## src/rtl/mon_pkg.sv

```systemverilog
// Package: shared encodings and burst-length decode for the burst monitor.
// Assumes standard AHB transfer-type and burst-code values.
package mon_pkg;
    typedef enum logic [1:0] {
        TR_IDLE = 2'b00,
        TR_BUSY = 2'b01,
        TR_NSEQ = 2'b10,
        TR_SEQ  = 2'b11
    } trans_e;

    localparam int CNT_W = 5;

    // Beat count of a burst code; 0 means undefined length.
    function automatic logic [CNT_W-1:0] burst_beats(input logic [2:0] code);
        case (code)
            3'b000:          burst_beats = 5'd1;
            3'b010, 3'b011:  burst_beats = 5'd4;
            3'b100, 3'b101:  burst_beats = 5'd8;
            3'b110, 3'b111:  burst_beats = 5'd16;
            default:         burst_beats = 5'd0;
        endcase
    endfunction

    // True for the wrapping burst codes.
    function automatic logic burst_wraps(input logic [2:0] code);
        burst_wraps = (code == 3'b010) || (code == 3'b100) || (code == 3'b110);
    endfunction
endpackage

```

## src/rtl/seq_addr_gen.sv

```systemverilog
// Next-address predictor: given a beat address, size and burst code,
// returns the address of the following beat. Wrapping codes keep the
// result inside the span-aligned window. Purely combinational.
module seq_addr_gen
    import mon_pkg::*;
#(
    parameter int AW = 32
) (
    input  logic [AW-1:0] cur_addr,
    input  logic [2:0]    cur_size,
    input  logic [2:0]    cur_burst,
    output logic [AW-1:0] nxt_addr
);
    logic [AW-1:0] step;
    logic [AW-1:0] span_mask;

    // Compute step and wrap mask, then merge base bits with the advanced offset.
    always_comb begin
        step      = AW'(1) << cur_size;
        span_mask = (AW'(burst_beats(cur_burst)) << cur_size) - AW'(1);
        if (burst_wraps(cur_burst))
            nxt_addr = (cur_addr & ~span_mask) | ((cur_addr + step) & span_mask);
        else
            nxt_addr = cur_addr + step;
    end
endmodule

```

## src/rtl/burst_tracker.sv

```systemverilog
// Burst tracker: follows open bursts on accepted beats, holds the predicted
// address and captured control, and produces per-cycle fault events plus
// a registered completion pulse. Assumes beats count only when ready is high.
module burst_tracker
    import mon_pkg::*;
#(
    parameter int AW = 32
) (
    input  logic          clk,
    input  logic          rst_n,
    input  logic [1:0]    bus_trans,
    input  logic [AW-1:0] bus_addr,
    input  logic [2:0]    bus_size,
    input  logic [2:0]    bus_burst,
    input  logic          bus_ready,
    output logic          ev_align,
    output logic          ev_addr,
    output logic          ev_trans,
    output logic          ev_ctrl,
    output logic          done_pulse
);
    logic             active;
    logic             undef_len;
    logic [CNT_W-1:0] left;
    logic [AW-1:0]    exp_addr;
    logic [AW-1:0]    start_addr;
    logic [2:0]       cap_size;
    logic [2:0]       cap_burst;

    logic [AW-1:0]    gen_cur;
    logic [2:0]       gen_size;
    logic [2:0]       gen_burst;
    logic [AW-1:0]    gen_nxt;
    logic [CNT_W-1:0] open_len;

    // Predictor input: bus values on an opening beat, captured state otherwise.
    always_comb begin
        if (bus_trans == TR_NSEQ) begin
            gen_cur   = bus_addr;
            gen_size  = bus_size;
            gen_burst = bus_burst;
        end else begin
            gen_cur   = exp_addr;
            gen_size  = cap_size;
            gen_burst = cap_burst;
        end
        open_len = burst_beats(bus_burst);
    end

    seq_addr_gen #(.AW(AW)) u_gen (
        .cur_addr  (gen_cur),
        .cur_size  (gen_size),
        .cur_burst (gen_burst),
        .nxt_addr  (gen_nxt)
    );

    // Fault events for the current accepted beat.
    always_comb begin
        ev_align = bus_ready && (bus_trans == TR_NSEQ) &&
                   (|(bus_addr & ((AW'(1) << bus_size) - AW'(1))));
        ev_addr  = bus_ready && (bus_trans == TR_SEQ) && active &&
                   (bus_addr != exp_addr);
        ev_ctrl  = bus_ready && (bus_trans == TR_SEQ) && active &&
                   ((bus_size != cap_size) || (bus_burst != cap_burst));
        ev_trans = bus_ready &&
                   ((((bus_trans == TR_SEQ) || (bus_trans == TR_BUSY)) && !active) ||
                    (((bus_trans == TR_IDLE) || (bus_trans == TR_NSEQ)) && active && !undef_len));
    end

    // Burst state update on accepted beats.
    always_ff @(posedge clk) begin
        if (!rst_n) begin
            active     <= 1'b0;
            undef_len  <= 1'b0;
            left       <= '0;
            exp_addr   <= '0;
            start_addr <= '0;
            cap_size   <= '0;
            cap_burst  <= '0;
            done_pulse <= 1'b0;
        end else begin
            done_pulse <= 1'b0;
            if (bus_ready) begin
                case (bus_trans)
                    TR_NSEQ: begin
                        start_addr <= bus_addr;
                        cap_size   <= bus_size;
                        cap_burst  <= bus_burst;
                        exp_addr   <= gen_nxt;
                        undef_len  <= (open_len == '0);
                        left       <= open_len - CNT_W'(1);
                        if (open_len == CNT_W'(1)) begin
                            active     <= 1'b0;
                            done_pulse <= 1'b1;
                        end else begin
                            active     <= 1'b1;
                        end
                    end
                    TR_SEQ: begin
                        if (active) begin
                            exp_addr <= gen_nxt;
                            if (!undef_len) begin
                                left <= left - CNT_W'(1);
                                if (left == CNT_W'(1)) begin
                                    active     <= 1'b0;
                                    done_pulse <= 1'b1;
                                end
                            end
                        end
                    end
                    TR_IDLE: active <= 1'b0;
                    default: ;
                endcase
            end
        end
    end

    logic [AW-1:0] win_mask;
    assign win_mask = (AW'(burst_beats(cap_burst)) << cap_size) - AW'(1);

    AST_STALL_HOLDS: assert property (@(posedge clk) disable iff (!rst_n)
        !bus_ready |=> $stable(exp_addr) && $stable(left) && $stable(active));
    AST_BUSY_NO_ADVANCE: assert property (@(posedge clk) disable iff (!rst_n)
        bus_ready && (bus_trans == TR_BUSY) |=> $stable(exp_addr) && $stable(left));
    AST_WRAP_IN_WINDOW: assert property (@(posedge clk) disable iff (!rst_n)
        active && burst_wraps(cap_burst) |-> ((exp_addr ^ start_addr) & ~win_mask) == '0);
    AST_DONE_AFTER_BEAT: assert property (@(posedge clk) disable iff (!rst_n)
        done_pulse |-> $past(bus_ready) && !active);
endmodule

```

## src/rtl/err_flags.sv

```systemverilog
// Sticky error register bank: each bit sets on its event and clears on a
// synchronous clear; a coincident event wins over the clear.
module err_flags #(
    parameter int NF = 4
) (
    input  logic          clk,
    input  logic          rst_n,
    input  logic          clr,
    input  logic [NF-1:0] ev,
    output logic [NF-1:0] flags
);
    for (genvar i = 0; i < NF; i++) begin : g_flag
        // Hold, clear, or set one flag.
        always_ff @(posedge clk) begin
            if (!rst_n)
                flags[i] <= 1'b0;
            else
                flags[i] <= (flags[i] && !clr) || ev[i];
        end

        AST_FLAG_STICKY: assert property (@(posedge clk) disable iff (!rst_n)
            flags[i] && !clr |=> flags[i]);
        AST_EVENT_WINS: assert property (@(posedge clk) disable iff (!rst_n)
            ev[i] |=> flags[i]);
    end
endmodule

```

## src/rtl/ahb_burst_monitor.sv

```systemverilog
// Top: passive AHB address-phase burst monitor. Joins the burst tracker
// with the sticky flag bank. Assumes it only observes, never drives.
module ahb_burst_monitor #(
    parameter int AW = 32
) (
    input  logic          clk,
    input  logic          rst_n,
    input  logic [1:0]    bus_trans,
    input  logic [AW-1:0] bus_addr,
    input  logic [2:0]    bus_size,
    input  logic [2:0]    bus_burst,
    input  logic          bus_ready,
    input  logic          err_clr,
    output logic          err_align,
    output logic          err_addr,
    output logic          err_trans,
    output logic          err_ctrl,
    output logic          burst_done
);
    localparam int NFLAG = 4;

    logic [NFLAG-1:0] ev;
    logic [NFLAG-1:0] flags;

    burst_tracker #(.AW(AW)) u_trk (
        .clk        (clk),
        .rst_n      (rst_n),
        .bus_trans  (bus_trans),
        .bus_addr   (bus_addr),
        .bus_size   (bus_size),
        .bus_burst  (bus_burst),
        .bus_ready  (bus_ready),
        .ev_align   (ev[0]),
        .ev_addr    (ev[1]),
        .ev_trans   (ev[2]),
        .ev_ctrl    (ev[3]),
        .done_pulse (burst_done)
    );

    err_flags #(.NF(NFLAG)) u_flags (
        .clk   (clk),
        .rst_n (rst_n),
        .clr   (err_clr),
        .ev    (ev),
        .flags (flags)
    );

    assign err_align = flags[0];
    assign err_addr  = flags[1];
    assign err_trans = flags[2];
    assign err_ctrl  = flags[3];

    AST_RESET_QUIET: assert property (@(posedge clk)
        !rst_n |=> !burst_done && (flags == '0));
endmodule

```

## config.mk

```make
export PLATFORM = sky130hd
export DESIGN_NAME = ahb_burst_monitor
export DESIGN_NICKNAME = d
export VERILOG_FILES = /design/src/rtl/mon_pkg.sv /design/src/rtl/seq_addr_gen.sv /design/src/rtl/burst_tracker.sv /design/src/rtl/err_flags.sv /design/src/rtl/ahb_burst_monitor.sv
export SDC_FILE = /design/constraint.sdc
export NUM_CORES = 1
export LEC_CHECK = 0
export ABC_AREA = 1
export BUFFER_PORTS_ARGS = -buffer_cell sky130_fd_sc_hd__clkbuf_2
export CORE_MARGIN = 1
export CORE_UTILIZATION = 30
export CTS_CLUSTER_DIAMETER = 100
export DETAILED_ROUTE_END_ITERATION = 7
export HOLD_SLACK_MARGIN = 0.06
export SETUP_SLACK_MARGIN = 0.3
export SYNTH_ARGS = -nofsm -noshare
export SYNTH_HDL_FRONTEND = slang
export SYNTH_HIERARCHICAL = 1
export SYNTH_SLANG_ARGS = --single-unit
```

## constraint.sdc

```tcl
create_clock -name clk -period 3.75 [get_ports clk]
set_input_delay 0.375 -clock clk [delete_from_list [all_inputs] [get_ports clk]]
set_output_delay 0.375 -clock clk [all_outputs]
set_load 0.01 [all_outputs]
```

==> Word level (Yosys, flattened, before mapping) <==
Index checks and enable logic that the tools add are counted.
Widths: inputs -> output; s select.
{ "word_totals": {"ff_bits": 50, "latch_bits": 0, "ramBits": 0, "mem_bits_ro": 0, "input_bits": 44, "out_inout_bits": 5, "wordCells": 112, "n_memories": 0} }
{ "classes": {"addsub": 5, "n_mul": 0, "div": 0, "n_lt_le_gt_ge": 0, "n_eq_ne": 22, "n_shift": 3, "mux": 21, "bitwise_logic": 5, "reduce_logical": 45} }
{ "ops": {"columns": ["operator", "n"], "rows": [
  ["$and 32x32->32", 3],
  ["$mux 32", 3],
  ["$pmux 32 s2", 1],
  ["$shl 1x3->32 const A", 2],
  ["$sub 32x1->32 const B", 2],
  ["$pmux 5 s4", 2],
  ["$add 32x32->32", 1],
  ["$ne 32x32->1", 1],
  ["$not 32->32", 1],
  ["$or 32x32->32", 1],
  ["$reduce_or 32->1", 1],
  ["$shl 5x3->32", 1],
  ["$eq 3x3->1 const B", 8],
  ["$logic_and 1x1->1", 14],
  ["$eq 3x2->1 const B", 4],
  ["$reduce_or 2->1", 6],
  ["$eq 5x1->1 const B", 2],
  ["$logic_or 1x1->1", 10],
  ["$mux 5", 2],
  ["$pmux 5 s2", 1],
  ["$sub 5x1->5 const B", 2],
  ["$mux 1", 8],
  ["$logic_not 3->1", 2],
  ["$mux 3", 2],
  ["15 further kinds", 21]
]} }

==> Depth between registers and ports, before layout <==
{ "logic_depth": {"word_depth": 13, "ltp_mapped": 24, "mapped_depth_nobuf": 22} }

==> Cells and area by module <==
Netlist, hierarchy kept.
{ "modules_own_cells": {"columns": ["module", "n_inst", "cells_each", "area_per_inst_um2", "seq_area_each_um2"], "rows": [
  ["burst_tracker", 1, 565, 3350.7, 920.9],
  ["seq_addr_gen", 1, 371, 1974.4, 0.0],
  ["err_flags", 1, 18, 137.6, 80.1]
]} }

==> Worst setup path before layout <==
Ideal clock, no wire load.
{ "synth_timing": {"path_type": "input to register", "from": "in bus_trans[0]", "to": "reg u_trk.exp_addr[28]", "setup_time_ns": 0.117, "t_arrival_ns": 3.234, "required_time_ns": 3.633, "path_slack_ns": 0.400, "cell_stages": 22, "path_buffers": 3, "path_cell_list": "inv_1 ha_1 buf_6 clkbuf_1 o21ai_0 buf_4 nor2_1 inv_1 nor2_1 ha_1 inv_1 fa_1 o21ai_2 a21oi_2 nor2_4 nand3b_2 nor3_4 nand3_1 nand2_1 nand2_1 o21ai_1 a21oi_1"} }
{ "synth_between": {"word_cells_on_any_way": 32, "classes_between": "2 x add/sub; 9 x eq/ne; 2 x shift; 7 x mux; 4 x bitwise; 8 x reduce/logical"} }
{ "synth_rtl": {"columns": ["item", "line_no", "text"], "rows": [
  ["start: declaration", "ahb_burst_monitor.sv:8", "input logic [1:0] bus_trans,"],
  ["$eq 2x2->1 *", "burst_tracker.sv:38", "if (bus_trans == TR_NSEQ) begin"],
  ["$mux 3 *", null, null],
  ["via u_trk.gen_size[1]", "burst_tracker.sv:31", "logic [2:0] gen_size;"],
  ["$shl 5x3->32", "seq_addr_gen.sv:20", "span_mask = (AW'(burst_beats(cur_burst)) << cur_size) - AW'(1);"],
  ["$sub 32x1->32", "seq_addr_gen.sv:20", null],
  ["$not 32->32", "seq_addr_gen.sv:22", "nxt_addr = (cur_addr & ~span_mask) | ((cur_addr + step) & span_mask);"],
  ["$and 32x32->32", "seq_addr_gen.sv:22", null],
  ["$or 32x32->32", "seq_addr_gen.sv:22", null],
  ["$mux 32 *", "seq_addr_gen.sv:21", "if (burst_wraps(cur_burst))"],
  ["via u_trk.gen_nxt[28]", "burst_tracker.sv:33", "logic [AW-1:0] gen_nxt;"],
  ["$mux 32", "burst_tracker.sv:100", "if (active) begin"],
  ["$pmux 32 s2 *", "burst_tracker.sv:84", "case (bus_trans)"],
  ["end signal: assignment", "burst_tracker.sv:89", "exp_addr <= gen_nxt;"],
  ["end signal: assignment", "burst_tracker.sv:101", "exp_addr <= gen_nxt;"],
  ["end: declaration", "burst_tracker.sv:25", "logic [AW-1:0] exp_addr;"]
]} }
The timed path passes the listed nets; every way through them passes the cells marked *. The select of a mux whose other input is x is not followed.
A chain may end at the register's enable or synchronous reset.

==> Worst setup path in the final report <==
{ "layout_timing": {"from": "in bus_trans[0]", "to": "reg u_trk.exp_addr[30]"} }
The elaborated chain is that of the path after synthesis.

==> results_dict.tcl <==
set metrics [dict create \
    slew_headroom 0.388 \
    worst-setup-path-type "primary input to flip-flop" \
    core_area_sq_um 17500 \
    seq_area_frac_synth 0.183 \
    synthFlopType "dfxtp_1" \
    wire_per_inst_microns 12.1 \
    final-setup-viol-count 0 \
    critPathRequiredTime_ns 3.93 \
    drtIter0Drc 337 \
    synth_cell_type_count 45 \
    via_per_inst 4.71 \
    initial_core_util 0.312 \
    cts_made_buffers 5 \
    fin_crit_ns 3.16 \
    grt_max_degree 63 \
    status "finished, final reports clean" \
    gp_congestion 0.871 \
    tightestPinTransition_ns 0.918 \
    cts_tree "yes" \
    slowest_delay_ns 0.41 \
    syn_avg_cell_area_sq_um 5.73 \
    dp_cells 1214 \
    cts-root-buf "clkbuf_16" \
    gr-total-overflow 0 \
    portBuffers 48 \
    rsz0062_at_grt "no" \
    period_share 0.843 \
    power_density_nw_per_um2 284 \
    die_w_microns 137 \
    rows 48 \
    cts.sinks 50 \
    p_leak_nw 2.93 \
    postRouteAntennaNets 0 \
    synthArstFlopShare 0 \
    syn-num-nets 1019 \
    clk_pin_slew_ns 0.07 \
    route.detailed.drc 0 \
    diodes 0 \
    setup_tns_ns 0 \
    synthCells 954 \
    final_nets 1063 \
    grt_pass1_vias 5047 \
    grt_use_total 0.164 \
    syn_to_final_growth_pct 12.2 \
    fmax_mhz 316 \
    maxCapViolCount 0 \
    worstPathCellList "clkbuf_2 > inv_1 > ha_4 > nand2_1 > o21ai_0 > nor2_1 > inv_1 > nor2_2 > ha_1 > inv_1 > fa_1 > o21ai_2 > a21oi_2 > nor2_4 > nand3b_2 > nor3_4 > nand3_1 > nand2_1 > nand2_1 > o21ai_1 > a21oi_1" \
    yosysWarnings 6 \
    htree_levels 2 \
    grt_pass1_wl_mm 24.3 \
    ys_ff_latch 50 \
    crit_path_end_kind "flip-flop" \
    clock_latency_ns 0.31 \
    fin_cells 1224 \
    die-area_sq_um 18800 \
    postCtsHoldBufs 0 \
    drv_slew 0 \
    hpwlAfterDp_mm 11.7 \
    final-hold-violation-count 0 \
    layout-drive-gt1-share 0.140 \
    synth_edf_count 0 \
    path_delay_family "simple AND/OR/NAND/NOR gates" \
    antenna_found_initial 0 \
    clockBufferDepth 2 \
    ios 49 \
    die_h_microns 137 \
    crit_buf_inv 4 \
    cp_max_fo 10 \
    whs_ns 0.333 \
    dr.pass1.iters 5 \
    wl_mm 14.8 \
    via_count 5770 \
    min_path_type "primary input to flip-flop" \
    syn_area_sq_um 5460 \
    final_util 0.350 \
    ir_drop_mv 0.174 \
    worst_clock_skew_ns 0.00352 \
    crit_arrival_ns 3.34 \
    crit_path_top_delay_cell "fa_1" \
    start_kind "primary input" \
]
synthesized netlist by cell type (all sizes together) (2+ instances only):
master   count  share of area
o211ai       7         0.0096
mux2         2         0.0041
nor3        15          0.021
dfxtp       50           0.18
xnor2       11          0.018
nand4       12          0.014
o21ai      103           0.10
clkbuf      13         0.0089
inv        156           0.11
a21oi       62          0.065
nor4         4         0.0046
ha          20          0.046
xor2        15          0.024
nand3       53          0.050
o21bai       3         0.0041
o2111ai      2         0.0032
nand2      301           0.22
buf         17          0.027
nor2        99          0.076
area by class of cell:
class / count / area (sq um)
clock buffer: 5 / 125
inverter: 156 / 598
tap: 225 / 282
sequential: 50 / 1000
fill: 1987 / 11400
timing repair buffer: 67 / 395
clock inverter: 3 / 45.0
multi-input combinational: 718 / 3680
what timing repair did:
item,CTS,global route
endpoints found under the setup margin,0,11
endpoints found under the hold margin,0,0
setup buffers,0,2
gates resized for setup,0,4
worst paths after layout:
path                            slack, ns                 end               from  cells after the start
worst max-delay path                 0.59  u_trk/exp_addr[30]       bus_trans[0]                     21
worst min-delay path                 0.33    u_flags/flags[1]            err_clr                      4
worst max register to register       0.70  u_trk/exp_addr[30]  u_trk/cap_size[2]                     17
worst min register to register       0.46    u_flags/flags[1]   u_flags/flags[1]                      2
logic make-up after synthesis:
family / share of synthesized area
flops: 0.183
mux: 0.00595
fa+ha+maj: 0.0495
xor+xnor: 0.0417
buf+inv: 0.146
compound gates: 0.189
simple gates: 0.385
state kept, by name, indices dropped and copies added, names as in the netlist:
name and flops:
u_trk/exp_addr 32, u_trk/left 5, u_flags/flags 4, u_trk/cap_burst 3
u_trk/cap_size 3, u_trk/active 1, u_trk/done_pulse 1, u_trk/undef_len 1
per-stage QoR:
step / power, mW / instance area (sq um) / setup WS [ns]
final: 1.74 / 6130 / 0.589
after global routing: 1.87 / 6130 / 0.306
after CTS: 1.76 / 6090 / 0.476
after detailed placement: 1.20 / 5920 / 0.152
after global placement: 1.19 / 5920 / 0.265
after floorplan: 1.05 / 5460 / 0.400
worst register-to-register path, stage by stage, from the launching register on:
cell and delay (ns):
dfxtp_1 0.31, inv_1 0.11, o21ai_0 0.14, buf_4 0.18, nor2_2 0.14, ha_1 0.19, inv_1 0.08, fa_1 0.42
o21ai_2 0.21, a21oi_2 0.14, nor2_4 0.13, nand3b_2 0.12, nor3_4 0.32, nand3_1 0.12, nand2_1 0.07, nand2_1 0.05
o21ai_1 0.13, a21oi_1 0.06
routing by layer:
metal | vias up | part of all wire | track usage
met5 | - | 0 | 0
met4 | 0 | 0.011 | 0.0470
met3 | 7 | 0.043 | 0.0211
met2 | 111 | 0.43 | 0.258
met1 | 2548 | 0.51 | 0.230
li1 | 3104 | - | -
layout by cell type, fill, tap and decap left out, types with 3 or more instances in the layout:
cell / synthesis / layout
nand2_1: 287 / 287
nor4_1: 4 / 4
nand2_2: 11 / 11
clkbuf_16: 0 / 5
nand2_4: 3 / 3
nor3_2: 3 / 3
o21ai_0: 65 / 64
nand4_1: 12 / 12
o21ai_1: 29 / 30
o21bai_1: 3 / 3
nor2_1: 87 / 85
xnor2_1: 11 / 11
clkbuf_2: 0 / 48
xor2_1: 15 / 15
dfxtp_1: 50 / 50
inv_1: 147 / 147
nand3_1: 51 / 51
a21oi_1: 54 / 54
nor2_4: 3 / 3
nor3_1: 10 / 10
o21ai_2: 9 / 9
nor2_2: 9 / 11
inv_2: 6 / 6
ha_1: 20 / 19
buf_4: 3 / 18
a21oi_2: 6 / 6
o211ai_1: 7 / 7
power breakdown:
part / switching [mW] / leakage (nW) / total (mW) / internal [mW]
clock network: 0.233 / 0.0760 / 0.549 / 0.315
registers: 0.0188 / 0.410 / 0.585 / 0.566
logic: 0.393 / 2.45 / 0.609 / 0.216
total: 0.645 / 2.93 / 1.74 / 1.10
(Power assumes the default switching activity.)
